**src/rtl/cfgsh_pkg.sv**
```systemverilog
package cfgsh_pkg;

    localparam int CFG_W = 16;

    typedef enum logic [1:0] {
        PH_RECALL = 2'd0,
        PH_READY  = 2'd1,
        PH_STORE  = 2'd2
    } phase_e;

endpackage

```
**src/rtl/cfgsh_seq.sv**
```systemverilog
module cfgsh_seq
    import cfgsh_pkg::*;
#(
    parameter int STORE_CYCLES = 8
) (
    input  logic   clk,
    input  logic   nv_init_n,
    input  logic   pwr_on,
    input  logic   cmd_wcfg,
    input  logic   cmd_wren,
    input  logic   cmd_arr_wr,
    output phase_e phase_o,
    output logic   busy_o,
    output logic   recall_ld_o,
    output logic   commit_o,
    output logic   wcfg_acc_o
);

    localparam int CW = $clog2(STORE_CYCLES + 1);

    typedef struct packed {
        phase_e        ph;
        logic          wel;
        logic [CW-1:0] cnt;
    } seq_t;

    seq_t seq_d, seq_q;
    logic recall_ld, commit, wcfg_acc;

    always_comb begin
        seq_d     = seq_q;
        recall_ld = 1'b0;
        commit    = 1'b0;
        wcfg_acc  = 1'b0;
        if (!pwr_on) begin
            seq_d.ph  = PH_RECALL;
            seq_d.wel = 1'b0;
            seq_d.cnt = '0;
        end else begin
            case (seq_q.ph)
                PH_RECALL: begin
                    recall_ld = 1'b1;
                    seq_d.ph  = PH_READY;
                end
                PH_READY: begin
                    if (cmd_arr_wr) begin
                        seq_d.wel = 1'b0;
                        if (seq_q.wel) begin
                            seq_d.ph  = PH_STORE;
                            seq_d.cnt = CW'(STORE_CYCLES - 1);
                        end
                    end else if (cmd_wren) begin
                        seq_d.wel = 1'b1;
                    end else if (cmd_wcfg) begin
                        wcfg_acc = 1'b1;
                    end
                end
                PH_STORE: begin
                    if (seq_q.cnt == '0) begin
                        commit   = 1'b1;
                        seq_d.ph = PH_READY;
                    end else begin
                        seq_d.cnt = seq_q.cnt - 1'b1;
                    end
                end
                default: seq_d.ph = PH_RECALL;
            endcase
        end
    end

    always_ff @(posedge clk or negedge nv_init_n) begin
        if (!nv_init_n) begin
            seq_q.ph  <= PH_RECALL;
            seq_q.wel <= 1'b0;
            seq_q.cnt <= '0;
        end else begin
            seq_q <= seq_d;
        end
    end

    assign phase_o     = seq_q.ph;
    assign busy_o      = (seq_q.ph != PH_READY);
    assign recall_ld_o = recall_ld;
    assign commit_o    = commit;
    assign wcfg_acc_o  = wcfg_acc;

    p_wel_clear_r7: assert property (@(posedge clk) disable iff (!nv_init_n)
        (pwr_on && seq_q.ph == PH_READY && cmd_arr_wr) |=> !seq_q.wel);

    p_store_hold_r4: assert property (@(posedge clk) disable iff (!nv_init_n)
        (pwr_on && seq_q.ph == PH_STORE && seq_q.cnt != '0) |=> (seq_q.ph == PH_STORE));

    p_busy_no_wren_r8: assert property (@(posedge clk) disable iff (!nv_init_n)
        (pwr_on && seq_q.ph == PH_STORE) |=> !seq_q.wel);

    p_off_clears_r2: assert property (@(posedge clk) disable iff (!nv_init_n)
        !pwr_on |=> (seq_q.ph == PH_RECALL && !seq_q.wel));

endmodule

```
**src/rtl/cfgsh_field_dec.sv**
```systemverilog
module cfgsh_field_dec
    import cfgsh_pkg::*;
#(
    parameter int CELL_BIT = 8,
    parameter int VTH_LSB  = 0,
    parameter int MV_BASE  = 500,
    parameter int MV_STEP  = 300,
    parameter int MV_W     = 11
) (
    input  logic [CFG_W-1:0] cfg_i,
    output logic [2:0]       cell_count_o,
    output logic [1:0]       vth_sel_o,
    output logic [MV_W-1:0]  vth_mv_o
);

    localparam logic [MV_W-1:0] BASE = MV_W'(MV_BASE);
    localparam logic [MV_W-1:0] STEP = MV_W'(MV_STEP);

    logic [1:0] sel;

    always_comb begin
        sel          = cfg_i[VTH_LSB +: 2];
        cell_count_o = cfg_i[CELL_BIT] ? 3'd4 : 3'd3;
        vth_sel_o    = sel;
        vth_mv_o     = BASE + STEP * MV_W'(sel);
    end

endmodule

```
**src/rtl/cfg_shadow_reg.sv**
```systemverilog
module cfg_shadow_reg
    import cfgsh_pkg::*;
#(
    parameter int              STORE_CYCLES = 8,
    parameter int              ARR_AW       = 9,
    parameter logic [CFG_W-1:0] NV_DEFAULT  = 16'h0100
) (
    input  logic              clk,
    input  logic              nv_init_n,
    input  logic              pwr_on,
    input  logic              cmd_wcfg,
    input  logic [CFG_W-1:0]  cfg_wdata,
    input  logic              cmd_wren,
    input  logic              cmd_arr_wr,
    input  logic [ARR_AW-1:0] arr_addr,
    input  logic [7:0]        arr_wdata,
    output logic [CFG_W-1:0]  cfg_q,
    output logic [2:0]        cell_count,
    output logic [1:0]        vth_sel,
    output logic [10:0]       vth_mv,
    output logic              busy
);

    typedef struct packed {
        logic [CFG_W-1:0] work;
        logic [CFG_W-1:0] shadow;
    } regs_t;

    regs_t  regs_d, regs_q;
    phase_e phase;
    logic   recall_ld, commit, wcfg_acc;

    // The array write's address and data take no part in the store.
    logic unused_arr_bits;
    assign unused_arr_bits = ^{arr_addr, arr_wdata};

    cfgsh_seq #(.STORE_CYCLES(STORE_CYCLES)) u_seq (
        .clk        (clk),
        .nv_init_n  (nv_init_n),
        .pwr_on     (pwr_on),
        .cmd_wcfg   (cmd_wcfg),
        .cmd_wren   (cmd_wren),
        .cmd_arr_wr (cmd_arr_wr),
        .phase_o    (phase),
        .busy_o     (busy),
        .recall_ld_o(recall_ld),
        .commit_o   (commit),
        .wcfg_acc_o (wcfg_acc)
    );

    always_comb begin
        regs_d = regs_q;
        if (!pwr_on)
            regs_d.work = '0;
        else if (recall_ld)
            regs_d.work = regs_q.shadow;
        else if (wcfg_acc)
            regs_d.work = cfg_wdata;
        if (commit)
            regs_d.shadow = regs_q.work;
    end

    always_ff @(posedge clk or negedge nv_init_n) begin
        if (!nv_init_n) begin
            regs_q.work   <= '0;
            regs_q.shadow <= NV_DEFAULT;
        end else begin
            regs_q <= regs_d;
        end
    end

    assign cfg_q = regs_q.work;

    cfgsh_field_dec u_dec (
        .cfg_i       (regs_q.work),
        .cell_count_o(cell_count),
        .vth_sel_o   (vth_sel),
        .vth_mv_o    (vth_mv)
    );

    p_shadow_hold_r3: assert property (@(posedge clk) disable iff (!nv_init_n)
        !commit |=> $stable(regs_q.shadow));

    p_recall_load_r1: assert property (@(posedge clk) disable iff (!nv_init_n)
        (pwr_on && recall_ld) |=> (regs_q.work == $past(regs_q.shadow)));

    p_store_freeze_r8: assert property (@(posedge clk) disable iff (!nv_init_n)
        (pwr_on && phase == PH_STORE) |=> $stable(regs_q.work));

    p_commit_copy_r4: assert property (@(posedge clk) disable iff (!nv_init_n)
        commit |=> (regs_q.shadow == $past(regs_q.work)));

endmodule

```
**config.mk**
```make
export PLATFORM = sky130hd
export DESIGN_NAME = cfg_shadow_reg
export DESIGN_NICKNAME = d
export VERILOG_FILES = /design/src/rtl/cfgsh_pkg.sv /design/src/rtl/cfgsh_seq.sv /design/src/rtl/cfgsh_field_dec.sv /design/src/rtl/cfg_shadow_reg.sv
export SDC_FILE = /design/constraint.sdc
export NUM_CORES = 1
export LEC_CHECK = 0
export CORE_ASPECT_RATIO = 0.5
export CORE_MARGIN = 2
export CORE_UTILIZATION = 45
export DETAILED_ROUTE_END_ITERATION = 16
export PLACE_DENSITY = 0.79
export SYNTH_ARGS = -nofsm -noshare
export SYNTH_HDL_FRONTEND = slang
export SYNTH_SLANG_ARGS = --single-unit
```
**constraint.sdc**
```tcl
create_clock -name clk -period 2.2 [get_ports clk]
set_input_delay 0.66 -clock clk [delete_from_list [all_inputs] [get_ports clk]]
set_output_delay 0.66 -clock clk [all_outputs]
set_load 0.1 [all_outputs]
```
[After elaboration in Yosys (flattened, before gate mapping)]
Cells that the tools add are included.
Word-level totals
  register bits: 39
  latch bits: 0
  bits in writable memories: 0
  memory bits (read-only): 0
  bits of input ports: 39
  output and inout port bits: 33
  word-level logic and storage cells: 50
  memories: 0
Cells by class
  add/subtract/negate cells: 2
  multiply operators: 1
  div/mod/pow operators: 0
  order comparisons: 0
  equality and inequality tests: 11
  shift-type cells: 0
  muxes and demuxes: 26
  bitwise logic cells: 0
  reductions and logical operators: 5
Operators with widths (number)
  16-bit two-way mux: 3
  1-bit two-way mux: 13
  4-bit two-way mux: 3
  9-bit by 11-bit adder with 11-bit output, first input constant: 1
  7-bit by 2-bit multiplier with 9-bit output, first input constant: 1
  3-bit by 1-bit inequality test with 1-bit output, second input constant: 3
  4-bit one-hot mux with 2 select lines: 1
  7-bit two-way mux: 1
  2-bit two-way mux: 3
  3-bit by 2-bit inequality test with 1-bit output, second input constant: 2
  3-bit inequality test, second input constant: 2
  2-bit one-hot mux with 3 select lines: 1
  4-bit zero test: 1
  2-bit by 1-bit inequality test with 1-bit output, second input constant: 2
  4-bit AND reduction: 1
  4-bit by 1-bit subtractor with 4-bit output, second input constant: 1
  3-bit two-way mux: 1
  3-bit AND reduction: 1
  2-bit by 1-bit equality test with 1-bit output, second input constant: 1
  2-bit equality test, second input constant: 1
  2-bit zero test: 1
  2-bit AND reduction: 1

[Logic depth before layout (Yosys ltp)]
Gate-level depths: netlist (run 1).
  depth after elaboration: 8
  mapped depth: 7
  mapped depth without buffers: 5

[Modules after synthesis]
A second synthesis (run 1) with hierarchy kept.
Second synthesis, totals
  cell total of the unflattened synthesis: 188
  area, all modules: 2240.9 um^2
Modules (own cells, without submodules)
  cfg_shadow_reg: instances 1, cells an instance 121, area each 1644.1 um^2, seq. area each 802.0 um^2
  cfgsh_seq: instances 1, cells an instance 45, area each 427.9 um^2, seq. area each 175.2 um^2
  cfgsh_field_dec: instances 1, cells an instance 22, area each 168.9 um^2, seq. area each 0.0 um^2

[Worst setup path after synthesis (run 1)]
OpenSTA, ideal clock, no wires.
  path kind: register -> output
  start: register regs_q[16], in the netlist cfg_q[0]
  end: output port vth_mv[3]
  data arrival time: 2.941 ns
  required time: 1.540 ns
  slack: -1.401 ns
  cell stages (with the launch flop): 4
  buffers on the path: 0
  cells stage by stage: dfrtp_1 inv_1 ha_1 xor2_1
Between the ends
  cells in the longest elaborated chain, start to end: 2
Ends and longest elaborated chain
  start, declared: RTL line cfg_shadow_reg.sv:29  | regs_t regs_d, regs_q;
  start signal, assigned: RTL line cfg_shadow_reg.sv:68  | regs_q <= regs_d;
  7-bit by 2-bit multiplier with 9-bit output: RTL line cfgsh_field_dec.sv:25  | vth_mv_o = BASE + STEP * MV_W'(sel);
  9-bit by 11-bit adder with 11-bit output: RTL line cfgsh_field_dec.sv:25
  end, declared: RTL line cfg_shadow_reg.sv:20  | output logic [10:0] vth_mv,
No other way between the ends.

[Final worst setup path (run 1)]
Ends and elaborated chain as after synthesis.

==> results of run 1 <==
## metal layers
metal  routed length (um)  share of wire [%]
met2                 2340                 51
met5                    0                  0
met4                   27               0.59
met1                 2020                 44
met3                  218                4.7
## power by group through the flow
stage	Clock, W	Combinational [W]	Sequential (W)
after floorplan	0	0.000471	0.000785
after global placement	0	0.000667	0.000791
after detailed placement	0	0.000678	0.000794
after CTS	0.000538	0.000684	0.000780
after global routing	0.000571	0.000706	0.000785
final	0.000523	0.000679	0.000780
## cells in the final DEF, fill, tap and decap left out, drive strengths merged
master and count:
buf 48, or3 32, and4b 1, nor2 2, a211o 1, or2 1, ha 7, and3 1
o21ai 1, nor3 2, or3b 2, nor2b 2, clkinvlp 2, a211oi 3, clkbuf 8, xor2 1
dfstp 1, clkdlybuf4s50 20, o21a 2, nor3b 1, nand2 2, and2 2, dfrtp 38, inv 8
a21oi 4, o2111a 16, conb 2, nand3 1, mux2 17, o311a 1
## registers in the layout, summed over array words and instances (netlist names)
| name | count |
|---|---|
| u_seq.seq_q | 5 |
| u_seq.phase_o | 2 |
| cfg_q | 16 |
| regs_q | 16 |
## metrics by stage
stage | power [W] | cell area (um2)
CTS | 0.00200 | 2960
detailed placement | 0.00147 | 2850
finish | 0.00198 | 2970
floorplan | 0.00126 | 2160
global route | 0.00206 | 2970
global placement | 0.00146 | 2850
## logic make-up (layout without fill, tap and decap cells)
| group | Yosys count | in the layout | share of synthesized area (%) |
|---|---|---|---|
| AND/OR/NAND/NOR | 49 | 49 | 14.9 |
| buffers and inverters | 44 | 86 | 12.4 |
| flip-flops | 39 | 39 | 46.3 |
| AO/OA/AOI/OAI | 28 | 28 | 12.6 |
| multiplexers | 17 | 17 | 9.07 |
| adder cells (fa/ha/maj) | 7 | 7 | 4.15 |
| other | 1 | 2 | 0.178 |
| XOR/XNOR | 1 | 1 | 0.415 |
## timing repair
action,in CTS,in global routing
setup buffers,2,0
resized for setup,0,1
endpoints found under the setup margin,1,2
## worst max-delay path by stage
stage | start | to | slack [ns] | cells after the start
after floorplan | cfg_q[0] | vth_mv[3] | -0.52 | 3
after global placement | cmd_arr_wr | cfg_q[9] | -0.04 | 5
after detailed placement | cmd_arr_wr | cfg_q[14] | -0.09 | 6
after CTS | cfg_q[0] | vth_mv[10] | 0.03 | 4
after global routing | cfg_q[0] | vth_mv[3] | -0.01 | 4
final | cfg_q[0] | vth_mv[3] | 0.05 | 4
## layout make-up
cell class              count  area, um2
clock buffers               8        100
fillers                   327       1480
flip-flops and latches     39        978
repair buffers             68        862
inverters                  10       45.0
well taps                  57       71.3
multi-input cells         104        911
==> impl_metrics.tcl, run 1 <==
set metrics [dict create \
    pwr-share-seq_pct 39.4 \
    async_flop_share_pct 100 \
    start_util_pct 47.5 \
    path_cells "clkinvlp_4, ha_4, xor2_4, buf_12" \
    synth_top_area_cell "dfrtp_1" \
    power.switching_w 0.000706 \
    hold_class "input port to asynchronous set/reset pin" \
    use_met1_pct 24.5 \
    die_w_um 101 \
    gp_congestion 0.760 \
    yosys-top-cells-count "dfrtp_1 (38), or3_1 (32), buf_4 (23)" \
    placedCellCount 276 \
    report.final.slew_viol_count 0 \
    start_kind "flip-flop" \
    ys_types 32 \
    cts_root_buf "clkbuf_8" \
    r2r-start "u_seq.seq_q[0]" \
    ir_drop_mv 0.299 \
    dpl.hpwl_um 3370 \
    clock_skew_ns 0.00347 \
    p_sw_share_pct 35.6 \
    cp_top_family "flip-flops" \
    end_kind "output port" \
    placementRows 17 \
    crit_type "flip-flop to output port" \
    post-route-min-period_ns 2.15 \
    hold_buffers 0 \
    status "completed" \
    place_ws_ns -0.0935 \
    via_count 1555 \
    routedWlPerCell_um 16.1 \
    htree_levels 2 \
    worstSkewPairLatency_ns 0.29 \
    worstRegToRegCells 6 \
    clock.fmax_mhz 465 \
    portBuffers 52 \
    area_growth_pct 40.7 \
    dieArea_um2 5280 \
    viasPerCell 5.44 \
    syn_area_per_cell_um2 11.3 \
    layout.nets 274 \
    grt_max_degree 31 \
    crit_buf_inv 2 \
    path_max_fanout 3 \
    grt_use_met3_pct 4.40 \
    yosysWarnings 0 \
    cp_data_required_time_ns 1.54 \
    worst_pin_slew_ns 0.652 \
    track_usage_pct 19.3 \
    drt_first_pass_iters 4 \
    clockBufferDepth 2 \
    antenna_cells 0 \
    ioPinCount 72 \
    setup_viol 0 \
    grt.overflow.total 0 \
    crit_arrival_ns 1.49 \
    cp_slowest_stage_delay_ns 0.39 \
    worstReg2RegEnd "regs_q[13]" \
    postLayoutSetupSlackWorst_ns 0.0495 \
    tns_ns 0 \
    grt_pass1_wl_um 7740 \
    crit_slowest_cell "dfrtp_2" \
    power_density_nw_per_um2 668 \
    antenna_found_initial 0 \
    totalWireLength_um 4610 \
    cts_tree "done" \
    synth-edff-count 0 \
    grtUsageMet2_pct 34.0 \
    drive_gt1_share_pct 35.4 \
    p_leak_nw 1.38 \
    drv_cap 0 \
    holdWs_ns 0.393 \
    clock_power_share_pct 26.4 \
    grt_setup_unrepaired "yes" \
    cts_sinks 39 \
    drc 0 \
    synth_cells 186 \
    clk_pin_slew_ns 0.07 \
    top_usage_layer "met2" \
    stdcell_count 286 \
    ant_nets 0 \
    ys_seq_area_share_pct 46.3 \
    fp.coreArea_um2 4450 \
    yosys-top-cells-area "dfrtp_1 (45%), or3_1 (9.5%), mux2_2 (8.5%), o2111a_1 (8.5%), buf_4 (8.2%)" \
    max-slew-margin-rel_pct 56.6 \
    pwr-share-comb_pct 34.2 \
    r2r_setup_slack_ns 0.15 \
    finalCoreUtilization_pct 66.8 \
    ys_dominant_reg_cell "dfrtp_1" \
    timing.final.crit_share_pct 97.8 \
    dieHeight_um 52.4 \
    finalHoldViolCount 0 \
    ys_ff_latch 39 \
    synthesis.area_um2 2110 \
    yosysMostFrequentCell "dfrtp_1" \
    cts_made_buffers 5 \
    grt_pass1_vias 1552 \
    synth_top_area_share_pct 45.1 \
    drt_iter0_markers 67 \
    p_int_w 0.00128 \
]
Power figures use the tool's default switching activity.
==> inputs of run 2 (changes only) <==
--- a/config.mk
+++ b/config.mk
@@ -5,11 +5,13 @@
 export SDC_FILE = /design/constraint.sdc
 export NUM_CORES = 1
 export LEC_CHECK = 0
+export CELL_PAD_IN_SITES_DETAIL_PLACEMENT = 1
+export CELL_PAD_IN_SITES_GLOBAL_PLACEMENT = 1
 export CORE_ASPECT_RATIO = 0.5
 export CORE_MARGIN = 2
-export CORE_UTILIZATION = 45
+export CORE_UTILIZATION = 35
 export DETAILED_ROUTE_END_ITERATION = 16
-export PLACE_DENSITY = 0.79
+export PLACE_DENSITY_LB_ADDON = 0.1
 export SYNTH_ARGS = -nofsm -noshare
 export SYNTH_HDL_FRONTEND = slang
 export SYNTH_SLANG_ARGS = --single-unit
==> run 2 against run 1 <==
Effect of this change: critical path depth unchanged; worst hold slack got worse by 0.13 ns; count of clock-buffer cells in the layout unchanged.
==> impl_metrics.tcl, run 2 (synthesis results as in run 1) <==
set metrics [dict create \
    status "completed" \
    cts_tree "done" \
    ir_drop_mv 0.338 \
    clock_power_share_pct 31.8 \
    pwr-share-seq_pct 36.2 \
    routedWlPerCell_um 16.7 \
    hold_class "input port to asynchronous set/reset pin" \
    cts_sinks 39 \
    viasPerCell 5.14 \
    pwr-share-comb_pct 32.0 \
    fin_area_um2 3070 \
    crit_slowest_cell "dfrtp_2" \
    p_leak_nw 1.42 \
    crit_type "flip-flop to output port" \
    drt_iter0_markers 52 \
    setup_viol 0 \
    dieHeight_um 58.9 \
    post_cts_buffers 0 \
    clock_skew_ns 0.00208 \
    cp_slowest_stage_delay_ns 0.39 \
    htree_levels 2 \
    die_w_um 114 \
    drive_gt1_share_pct 35.9 \
    p_sw_share_pct 34.2 \
    portBuffers 52 \
    gp_congestion 0.740 \
    path_cells "clkinvlp_4, ha_4, xor2_4, buf_12" \
    grt_setup_unrepaired "yes" \
    placementRows 19 \
    area_growth_pct 45.6 \
    ant_nets 0 \
    track_usage_pct 16.7 \
    worstSkewPairLatency_ns 0.28 \
    r2r_setup_slack_ns 0.17 \
    start_util_pct 37.3 \
    drv_cap 0 \
    cts_root_buf "clkbuf_16" \
    power_density_nw_per_um2 703 \
    drt_first_pass_iters 2 \
    layout.nets 279 \
    cp_data_required_time_ns 1.54 \
    start_kind "flip-flop" \
    grt_pass1_vias 1698 \
    timing.final.crit_share_pct 98.9 \
    end_kind "output port" \
    antenna_cells 0 \
    clk_pin_slew_ns 0.06 \
    p_int_w 0.00142 \
    report.final.slew_viol_count 0 \
    grt_pass1_wl_um 8460 \
    finalCoreUtilization_pct 54.3 \
    grt.overflow.total 0 \
    most-common-layout-cells "dfrtp_1 (37), or3_1 (32), buf_4 (27), buf_12 (25), clkdlybuf4s50_1 (20)" \
    clockBufferDepth 2 \
    totalWireLength_um 5140 \
    cts_resized 0 \
    crit_arrival_ns 1.52 \
    drc 0 \
    final_common_cell "dfrtp_1" \
    dieArea_um2 6700 \
    fp.coreArea_um2 5660 \
    via_count 1579 \
    tns_ns 0 \
    antenna_found_initial 0 \
    cts_made_buffers 5 \
    finalHoldViolCount 0 \
    dpl.hpwl_um 3790 \
    ioPinCount 72 \
    clock.fmax_mhz 460 \
    grt_max_degree 22 \
    path_max_fanout 4 \
    power.switching_w 0.000738 \
    dpl_cell_area_um2 2930 \
    post-route-min-period_ns 2.18 \
]
[run 2: cell types whose count changed in the layout (fill, tap and decap cells not counted), sizes merged]
cell,delta
buf,+5
[run 2: critical path, delay by kind of cell (launching register included)]
family / cells / cell delay, ns
flip-flops: 1 / 0.39
adder cells (fa/ha/maj): 1 / 0.33
XOR/XNOR: 1 / 0.16
buffers and inverters: 2 / 0.35
[run 2: timing repair]
action,4_1_cts,5_1_grt
endpoints found under the hold margin,0,0
hold buffers,0,0
setup endpoints to repair,0,2
[run 2: cell type report]
cell class	count	area, um2
sequential	39	978
timing repair buffer	73	908
multi-input combinational	104	911
tap	73	91.3
inverter	10	45.0
fill	589	2590
clock buffer	8	136
[run 2: routing by layer]
| layer | part of all wire [%] | global-route usage (%) | wire length [um] |
|---|---|---|---|
| met5 | 0 | 0 | 0 |
| met4 | 1.1 | 4.70 | 57 |
| met3 | 4.3 | 3.91 | 220 |
| met2 | 47 | 28.3 | 2400 |
| met1 | 48 | 21.9 | 2460 |
[run 2: through the flow]
stage / total power (W) / std cells / hold WS, ns / setup WS, ns
3_5_place_dp: 0.00149 / 299 / 0.471 / -0.0891
2_1_floorplan: 0.00126 / 187 / 0.364 / -0.524
3_3_place_gp: 0.00148 / 299 / 0.462 / -0.0905
6_report: 0.00216 / 307 / 0.267 / 0.0245
5_1_grt: 0.00224 / 307 / 0.275 / -0.0274
4_1_cts: 0.00218 / 307 / 0.275 / 0.00529
[run 2: worst paths after layout]
kind / from / to / cells after the start
worst max-delay path: cfg_q[0] / vth_mv[3] / 4
worst min-delay path: nv_init_n / cfg_q[11] / 1
worst max register to register: u_seq.seq_q[0] / regs_q[0] / 6
worst min register to register: regs_q[15] / regs_q[15] / 1
max in group asynchronous: nv_init_n / regs_q[8] / 2
min in group clk: regs_q[15] / regs_q[15] / 1
[run 2: power by group through the flow]
stage	clock network [W]	registers (W)	logic [W]
after global placement	0	0.000792	0.000688
after CTS	0.000702	0.000782	0.000697
after global routing	0.000736	0.000787	0.000719
final	0.000688	0.000782	0.000690
after detailed placement	0	0.000795	0.000696
after floorplan	0	0.000785	0.000471
